## src/rtl/sc_gain_pkg.sv

```systemverilog
package sc_gain_pkg;
  localparam int GW = 16;
  localparam int GFB = GW - 1;
  typedef logic [GW-1:0] gain_t;
  localparam gain_t GAIN_ONE = gain_t'(1) << GFB;

  typedef enum logic [1:0] {
    K1_ONE  = 2'd0,
    K1_ZERO = 2'd1,
    K1_DIV  = 2'd2
  } k1_mode_e;

  typedef enum logic [1:0] {
    SEQ_IDLE = 2'd0,
    SEQ_PREP = 2'd1,
    SEQ_WAIT = 2'd2
  } seq_e;
endpackage

```

## src/rtl/sc_gain_div.sv

```systemverilog
// Restoring divider: quo = floor(num * 2^(QW-1) / den), requires num <= den.
module sc_gain_div #(
  parameter int W  = 20,
  parameter int QW = 16
) (
  input  logic          clk_i,
  input  logic          rst_ni,
  input  logic          start_i,
  input  logic [W-1:0]  num_i,
  input  logic [W-1:0]  den_i,
  output logic [QW-1:0] quo_o,
  output logic          done_o
);
  localparam int CNTW = $clog2(QW);

  logic [W:0]      rem_q;
  logic [W-1:0]    den_q;
  logic [QW-1:0]   quo_q;
  logic [CNTW-1:0] cnt_q;
  logic            busy_q;
  logic            done_q;
  logic            ge_w;
  logic [W:0]      diff_w;

  assign ge_w   = rem_q >= {1'b0, den_q};
  assign diff_w = ge_w ? (rem_q - {1'b0, den_q}) : rem_q;

  always_ff @(posedge clk_i or negedge rst_ni) begin
    if (!rst_ni) begin
      rem_q  <= '0;
      den_q  <= '0;
      quo_q  <= '0;
      cnt_q  <= '0;
      busy_q <= 1'b0;
      done_q <= 1'b0;
    end else begin
      done_q <= 1'b0;
      if (start_i) begin
        rem_q  <= {1'b0, num_i};
        den_q  <= den_i;
        quo_q  <= '0;
        cnt_q  <= CNTW'(QW - 1);
        busy_q <= 1'b1;
      end else if (busy_q) begin
        quo_q <= {quo_q[QW-2:0], ge_w};
        rem_q <= diff_w << 1;
        if (cnt_q == '0) begin
          busy_q <= 1'b0;
          done_q <= 1'b1;
        end else begin
          cnt_q <= cnt_q - 1'b1;
        end
      end
    end
  end

  assign quo_o  = quo_q;
  assign done_o = done_q;
endmodule

```

## src/rtl/sc_gain_region.sv

```systemverilog
// Classifies the current into gain regions and forms divider operands.
module sc_gain_region
  import sc_gain_pkg::*;
#(
  parameter int CW = 16,
  parameter int KW = 16,
  parameter int KF = 12,
  localparam int DW = CW + KW - KF
) (
  input  logic [CW-1:0] irms_i,
  input  logic [CW-1:0] irated_i,
  input  logic [KW-1:0] kspd_i,
  output k1_mode_e      k1_mode_o,
  output logic          k2_div_o,
  output logic [DW-1:0] k1_num_o,
  output logic [DW-1:0] k1_den_o,
  output logic [DW-1:0] k2_num_o,
  output logic [DW-1:0] k2_den_o
);
  logic [CW+KW-1:0] prod_w;
  logic [DW-1:0]    ki_w;
  logic [DW:0]      hi_w;
  logic [DW:0]      irms_x;

  assign prod_w = CW'(irated_i) * KW'(kspd_i);
  assign ki_w   = DW'(prod_w >> KF);
  assign hi_w   = (DW+1)'(irated_i) + (DW+1)'(ki_w);
  assign irms_x = (DW+1)'(irms_i);

  always_comb begin
    if (irms_i <= irated_i)  k1_mode_o = K1_ONE;
    else if (irms_x >= hi_w) k1_mode_o = K1_ZERO;
    else                     k1_mode_o = K1_DIV;
  end

  assign k2_div_o = (irms_i >= irated_i) && (irms_i != '0);
  assign k1_num_o = DW'(hi_w - irms_x);
  assign k1_den_o = ki_w;
  assign k2_num_o = DW'(irated_i);
  assign k2_den_o = DW'(irms_i);
endmodule

```

## src/rtl/sc_gain_release.sv

```systemverilog
// Applied k1: immediate on fall, first-order step on rise.
module sc_gain_release
  import sc_gain_pkg::*;
#(
  parameter int ALPHA_Q16 = 655,
  localparam int AFB = 16
) (
  input  logic  clk_i,
  input  logic  rst_ni,
  input  logic  upd_i,
  input  gain_t raw_i,
  output gain_t k1_o
);
  localparam logic [AFB-1:0] ALPHA_V = AFB'(ALPHA_Q16);

  gain_t k1_q;
  gain_t delta_w;
  gain_t step_w;
  gain_t scaled_w;

  assign delta_w  = raw_i - k1_q;
  assign scaled_w = GW'(((GW+AFB)'(delta_w) * (GW+AFB)'(ALPHA_V)) >> AFB);
  assign step_w   = (scaled_w == '0) ? gain_t'(1) : scaled_w;

  always_ff @(posedge clk_i or negedge rst_ni) begin
    if (!rst_ni) begin
      k1_q <= GAIN_ONE;
    end else if (upd_i) begin
      if (raw_i > k1_q) k1_q <= k1_q + step_w;
      else              k1_q <= raw_i;
    end
  end

  assign k1_o = k1_q;
endmodule

```

## src/rtl/sc_gain_limiter.sv

```systemverilog
module sc_gain_limiter
  import sc_gain_pkg::*;
#(
  parameter int CW        = 16,
  parameter int KW        = 16,
  parameter int KF        = 12,
  parameter int ALPHA_Q16 = 655
) (
  input  logic          clk_i,
  input  logic          rst_ni,
  input  logic          tick_i,
  input  logic [CW-1:0] irms_i,
  input  logic [CW-1:0] irated_i,
  input  logic [KW-1:0] kspd_i,
  output logic [GW-1:0] k1_o,
  output logic [GW-1:0] k2_o
);
  localparam int DW = CW + KW - KF;
  localparam int ND = 2;

  seq_e          seq_q;
  logic [CW-1:0] irms_q;
  logic [CW-1:0] irated_q;
  logic [KW-1:0] kspd_q;
  gain_t         k2_q;

  k1_mode_e      k1_mode_w;
  logic          k2_div_w;
  logic [DW-1:0] num_w [ND];
  logic [DW-1:0] den_w [ND];
  gain_t         quo_w [ND];
  logic [ND-1:0] done_w;
  logic          start_w;
  logic          upd_w;
  gain_t         k1_raw_w;
  gain_t         k2_new_w;

  always_ff @(posedge clk_i or negedge rst_ni) begin
    if (!rst_ni) begin
      seq_q    <= SEQ_IDLE;
      irms_q   <= '0;
      irated_q <= '0;
      kspd_q   <= '0;
    end else begin
      unique case (seq_q)
        SEQ_IDLE: if (tick_i) begin
          irms_q   <= irms_i;
          irated_q <= irated_i;
          kspd_q   <= kspd_i;
          seq_q    <= SEQ_PREP;
        end
        SEQ_PREP: seq_q <= SEQ_WAIT;
        SEQ_WAIT: if (upd_w) seq_q <= SEQ_IDLE;
        default:  seq_q <= SEQ_IDLE;
      endcase
    end
  end

  assign start_w = (seq_q == SEQ_PREP);
  assign upd_w   = (seq_q == SEQ_WAIT) && (&done_w);

  sc_gain_region #(.CW(CW), .KW(KW), .KF(KF)) u_region (
    .irms_i   (irms_q),
    .irated_i (irated_q),
    .kspd_i   (kspd_q),
    .k1_mode_o(k1_mode_w),
    .k2_div_o (k2_div_w),
    .k1_num_o (num_w[0]),
    .k1_den_o (den_w[0]),
    .k2_num_o (num_w[1]),
    .k2_den_o (den_w[1])
  );

  // lane 0 -> k1 slope, lane 1 -> k2 clamp
  for (genvar g = 0; g < ND; g++) begin : g_div
    sc_gain_div #(.W(DW), .QW(GW)) u_div (
      .clk_i  (clk_i),
      .rst_ni (rst_ni),
      .start_i(start_w),
      .num_i  (num_w[g]),
      .den_i  (den_w[g]),
      .quo_o  (quo_w[g]),
      .done_o (done_w[g])
    );
  end

  always_comb begin
    unique case (k1_mode_w)
      K1_ONE:  k1_raw_w = GAIN_ONE;
      K1_ZERO: k1_raw_w = '0;
      default: k1_raw_w = quo_w[0];
    endcase
  end

  assign k2_new_w = k2_div_w ? quo_w[1] : GAIN_ONE;

  sc_gain_release #(.ALPHA_Q16(ALPHA_Q16)) u_release (
    .clk_i (clk_i),
    .rst_ni(rst_ni),
    .upd_i (upd_w),
    .raw_i (k1_raw_w),
    .k1_o  (k1_o)
  );

  always_ff @(posedge clk_i or negedge rst_ni) begin
    if (!rst_ni)    k2_q <= GAIN_ONE;
    else if (upd_w) k2_q <= k2_new_w;
  end

  assign k2_o = k2_q;
endmodule

```

## config.mk

```make
export PLATFORM = sky130hd
export DESIGN_NAME = sc_gain_limiter
export DESIGN_NICKNAME = d
export VERILOG_FILES = /design/src/rtl/sc_gain_pkg.sv /design/src/rtl/sc_gain_div.sv /design/src/rtl/sc_gain_region.sv /design/src/rtl/sc_gain_release.sv /design/src/rtl/sc_gain_limiter.sv
export SDC_FILE = /design/constraint.sdc
export NUM_CORES = 1
export LEC_CHECK = 0
export CAP_MARGIN = 30
export CORE_MARGIN = 2
export CORE_UTILIZATION = 50
export CTS_CLUSTER_DIAMETER = 50
export DETAILED_ROUTE_END_ITERATION = 10
export DONT_BUFFER_PORTS = 1
export GPL_TIMING_DRIVEN = 0
export MAX_ROUTING_LAYER = met4
export PLACE_DENSITY = 0.64
export SETUP_SLACK_MARGIN = 0.2
export SLEW_MARGIN = 20
export SYNTH_ARGS = -nofsm -noshare
export SYNTH_HDL_FRONTEND = slang
export SYNTH_SLANG_ARGS = --single-unit
```

## constraint.sdc

```tcl
create_clock -name clk_i -period 19.09 [get_ports clk_i]
set_input_delay 3.818 -clock clk_i [delete_from_list [all_inputs] [get_ports clk_i]]
set_output_delay 3.818 -clock clk_i [all_outputs]
set_load 0.1 [all_outputs]
```

; Yosys cells after proc, flatten, opt, wreduce, memory -nomap -nowiden
; Index checks and enable logic that the tools add are counted.
[totals]
register_bits = 204
latchBits = 0
ram_bits = 0
romBits = 0
inputBits = 51
wordCells = 93
n_memories = 0
[classes]
add_sub_neg = 8
mul = 2
div = 0
order_cmp = 6
n_eq_ne = 7
n_shift = 0
n_mux = 37
n_bitwise = 0
reduce_logical = 15
[op_table]
columns = op, count
row1 = 2-to-1 mux 16 bit, 6
row2 = 2-to-1 mux 21 bit, 4
row3 = 2-to-1 mux 20 bit, 2
row4 = subtractor 20 x 16 -> 20 bit, 2
row5 = multiplier 16 x 16 -> 32 bit, 1
row6 = one-hot mux 16 bit (2 select lines), 1
row7 = multiplier 16 x 10 -> 26 bit (second input constant), 1
row8 = 2-to-1 mux 4 bit, 6
row9 = adder 16 x 20 -> 21 bit, 1
row10 = >= comparator 16 x 21 -> 1 bit, 1
row11 = >= comparator 21 x 16 -> 1 bit, 1
row12 = >= comparator 21 x 20 -> 1 bit, 1
row13 = subtractor 20 bit, 1
row14 = adder 16 bit, 1
row15 = >= comparator 16 bit, 1
row16 = > comparator 16 bit, 1
row17 = less-or-equal comparator 16 bit, 1
row18 = zero test 16 bit, 1
row19 = nonzero test 16 bit, 1
row20 = subtractor 16 bit, 1
row21 = 2-to-1 mux 1 bit, 12
row22 = 2-to-1 mux 10 bit, 1
row23 = AND reduction 2 bit, 5
row24 = zero test 4 bit, 2
row25 = other kinds (10), 20

; Depth between registers and ports, before layout
[logic_depth]
depth_word = 13
mapped_depth = 89

; By module
; A second synthesis with hierarchy kept.
[unflattened]
hier_cells = 2994
hier_area_um2 = 26770.7
[modules_own_cells]
columns = mod, n_inst, cells_each, area_each_um2, seq_area_each_um2
row1 = sc_gain_region, 1, 1345, 11043.1, 0.0
row2 = sc_gain_div, 2, 447, 3970.1, 1576.5
row3 = sc_gain_release, 1, 562, 5087.4, 401.6
row4 = sc_gain_limiter, 1, 193, 2700.1, 1652.8

; Worst setup path before layout
; No wires, ideal clock.
[synth_timing]
path_kind = register to register
start = reg irated_q[7]
end = reg u_release.k1_q[14], in the netlist u_release.k1_o[14]
setup_time_ns = 0.126
t_arrival_ns = 17.803
required_time_ns = 18.964
setup_slack_ns = 1.161
stages_incl_launch_ff = 82
synth_period_minus_slack_ns = 17.929
path_cell_list = dfrtp_1 > clkbuf_1 > clkbuf_1 > nand2_1 > fa_1 > fa_1 > fa_1 > fa_1 > inv_1 > fa_1 > fa_1 > ha_1 > and4_1 > nand2_1 > a2111o_1 > a31oi_1 > o21ai_0 > nand2b_1 > [... 46 more ...] > xnor2_1 > or3_1 > nand4bb_1 > o41ai_1 > ha_1 > inv_1 > fa_1 > nor2b_1 > o21ai_0 > a21boi_0 > o21ai_0 > a21boi_0 > o21ai_0 > nand2b_1 > a31oi_1 > o21bai_1 > a21oi_1 > a221o_1
[synth_lines]
columns = item, line
row1 = start: declaration, sc_gain_limiter.sv:23  ; logic [CW-1:0] irated_q;
row2 = start signal: assignment, sc_gain_limiter.sv:48  ; irated_q <= irated_i;
row3 = end signal: assignment, sc_gain_release.sv:29  ; if (raw_i > k1_q) k1_q <= k1_q + step_w;
row4 = end signal: assignment, sc_gain_release.sv:30  ; else k1_q <= raw_i;
row5 = end: declaration, sc_gain_release.sv:16  ; gain_t k1_q;

==> flow_metrics.tcl <==
set metrics [dict create \
    ys_types 77 \
    status "complete, no violations" \
    synth_compound_area_frac 0.1399 \
    die_y_um 226.8 \
    drcViolationCount 0 \
    syn_to_final_growth_pct 16.44 \
    criticalPathCategory "reg2reg" \
    dieArea_mm2 0.05145 \
    syn_area_mm2 0.02483 \
    yosysMostFrequentCell "inv_1" \
    end_kind "register" \
    hpwlAfterDp_mm 56.58 \
    clock_path_buffers 3 \
    yosysWarnings 0 \
    cts_num_sinks 204 \
    fmax_mhz 53.59 \
    final-hold-violation-count 0 \
    fin_skew_ns 0.01439 \
    rows 81 \
    timing.final.ws_setup_ns 0.4308 \
    fin_crit_ns 18.66 \
    max_slew_margin 0.2746 \
    clk_latency_ns 0.60 \
    synth_fa_ha_area_frac 0.3617 \
    ant_nets 0 \
    grt_pass1_vias 20896 \
    slew_viol_final 0 \
    h-tree-depth 1 \
    grt_pass1_wl_mm 114.7 \
    ys_top_cells_by_area "dfrtp_1, fa_1, ha_1" \
    synth-xor-area-share 0.03951 \
    crit_top_cell "fa_1" \
    synthArstFlopShare 1.000 \
    yosys.area.top_type "dfrtp_1" \
    worstSetupStartpointType "register" \
    holdBufCountCts 0 \
    seq_area_frac_synth 0.2057 \
    synthMuxAreaShare 0.02520 \
    syn_area_per_cell_um2 8.959 \
    syn_inst 2771 \
    firstDrtPassIters 5 \
    ys.flop_type "dfrtp_1" \
    cts_tree "done" \
    dp_slack_ns -2.732 \
    initial_core_util 0.5071 \
    yosys.area_share.simple 0.1460 \
    path_max_fanout 8 \
    viasPerCell 5.666 \
    wl_mm 73.97 \
    netlist_top_cells_count "inv_1, ha_1, nand2_1" \
    synth_edf_count 0 \
    cts_buffers 31 \
    hold_path_class "reg2reg" \
    yosysTopAreaCellShare 0.2036 \
    grt_max_degree 205 \
    port-buffer-count 0 \
    synth_top_family_by_area "adder cells" \
    fp.coreArea_mm2 0.04895 \
    crit_slowest_cell "fa_1" \
    rrSetupSlack_ns 0.43 \
    antenna_found_initial 10 \
    setup_violations 0 \
    period_share 0.9774 \
    tightest_slew_ns 1.088 \
    synth-seq-cells 204 \
    final.fill_count 4297 \
    drive_above_1_share 0.1390 \
    maxCapViolCount 0 \
    grt_usage 0.2990 \
    syn_nets 3395 \
    rsz0062_at_grt "true" \
    required_ns 19.57 \
    grt-ovfl-total 0 \
    gp_congestion 0.9645 \
    wl_per_cell_um 20.49 \
    num_vias 20455 \
    cts_root_buffer "clkbuf_16" \
    cpPeakStageDelay_ns 0.59 \
    fin_nets 3536 \
    clk_pin_slew_ns 0.06 \
    dr.first_iter.drc_count 1342 \
    die_w_um 226.8 \
    io_pins 83 \
    critPathArrivalTime_ns 19.14 \
]
## state kept, by name, indices dropped and copies added, names as in the netlist
register	flops
g_div.u_div.rem_q	42
k2_o	16
u_release.k1_o	16
irated_q	16
g_div.u_div.done_o	2
g_div.u_div.den_q	36
g_div.u_div.quo_o	32
seq_q	2
g_div.u_div.cnt_q	8
kspd_q	16
irms_q	16
g_div.u_div.busy_q	2
## stage by stage
stage               instance area, µm²  hold WS [ns]  setup TNS [ns]    util  cells
finish                           28910        0.4819               0  0.5905   3610
global route                     28910        0.5174         -0.9364  0.5905   3610
CTS                              27560        0.4906               0  0.5629   3523
detailed placement               25670        0.4791          -30.48  0.5245   3437
global placement                 25660        0.4762          -24.72  0.5241   3435
floorplan                        24830        0.4498               0       -   2771
## cells in the final DEF (no fill, tap or decap), drive strengths merged, types with 51 or more instances in the layout
cell	count
inv	434
and2	136
a21o	55
xnor2	61
dfrtp	202
xor2	51
o21ai	187
a21oi	106
nor2	102
clkbuf	124
ha	332
fa	241
buf	129
nand2	305
## critical path, delay by kind of cell (launching register included)
kind	cells	cell delay (ns)
compound gates	34	6.44
xor+xnor	4	0.79
fa+ha+maj	18	7.56
buf+inv	11	1.13
simple gates	13	2.15
flops	1	0.43
## per-layer routing
metal | global-route usage | wire (µm) | part of all wire
met5 | - | 0 | 0
met4 | 0.1084 | 2261 | 0.031
met3 | 0.07140 | 6010 | 0.081
met2 | 0.4545 | 33800 | 0.46
met1 | 0.3894 | 31900 | 0.43
## final timing paths
kind / startpoint / to / depth (start not counted)
worst max-delay path: kspd_q[6]$_DFFE_PN0P_ / u_release.k1_o[14]$_DFFE_PN0P_ / 80
worst min-delay path: g_div[1].u_div.quo_o[15]$_DFFE_PN0P_ / k2_o[15]$_DFFE_PN1P_ / 2
worst max register to register: kspd_q[6]$_DFFE_PN0P_ / u_release.k1_o[14]$_DFFE_PN0P_ / 80
worst min register to register: g_div[1].u_div.quo_o[15]$_DFFE_PN0P_ / k2_o[15]$_DFFE_PN1P_ / 2
max in group asynchronous: rst_ni / k2_o[4]$_DFFE_PN0P_ / 0
min in group asynchronous: rst_ni / k2_o[8]$_DFFE_PN0P_ / 0
## timing repair
| item | in CTS | in global routing |
|---|---|---|
| pin swaps | 29 | 102 |
| setup buffers | 29 | 69 |
| setup endpoints to repair | 16 | 14 |
| resized for setup | 171 | 172 |
| endpoints found under the hold margin | 0 | 0 |
## layout make-up
type	instances	area (µm²)	area share
timing repair buffer	108	873.3	0.03021
antenna	10	25.02	0.0008657
tap	664	830.8	0.02874
buffer	107	675.6	0.02337
clock inverter	19	244.0	0.008441
sequential	204	5145	0.1780
clock buffer	38	852.1	0.02948
multi-input combinational	2029	18640	0.6449
inverter	431	1618	0.05597
## logic make-up after synthesis
kind of cell / after synthesis
multiplexers: 60
flip-flops: 204
adder cells (fa/ha/maj): 573
XOR/XNOR: 112
buffers and inverters: 538
AO/OA/AOI/OAI: 545
AND/OR/NAND/NOR: 739
Power is left out: the tool's default activity adds up to more than one toggle a clock period on the data nets, which glitch-free logic cannot reach.
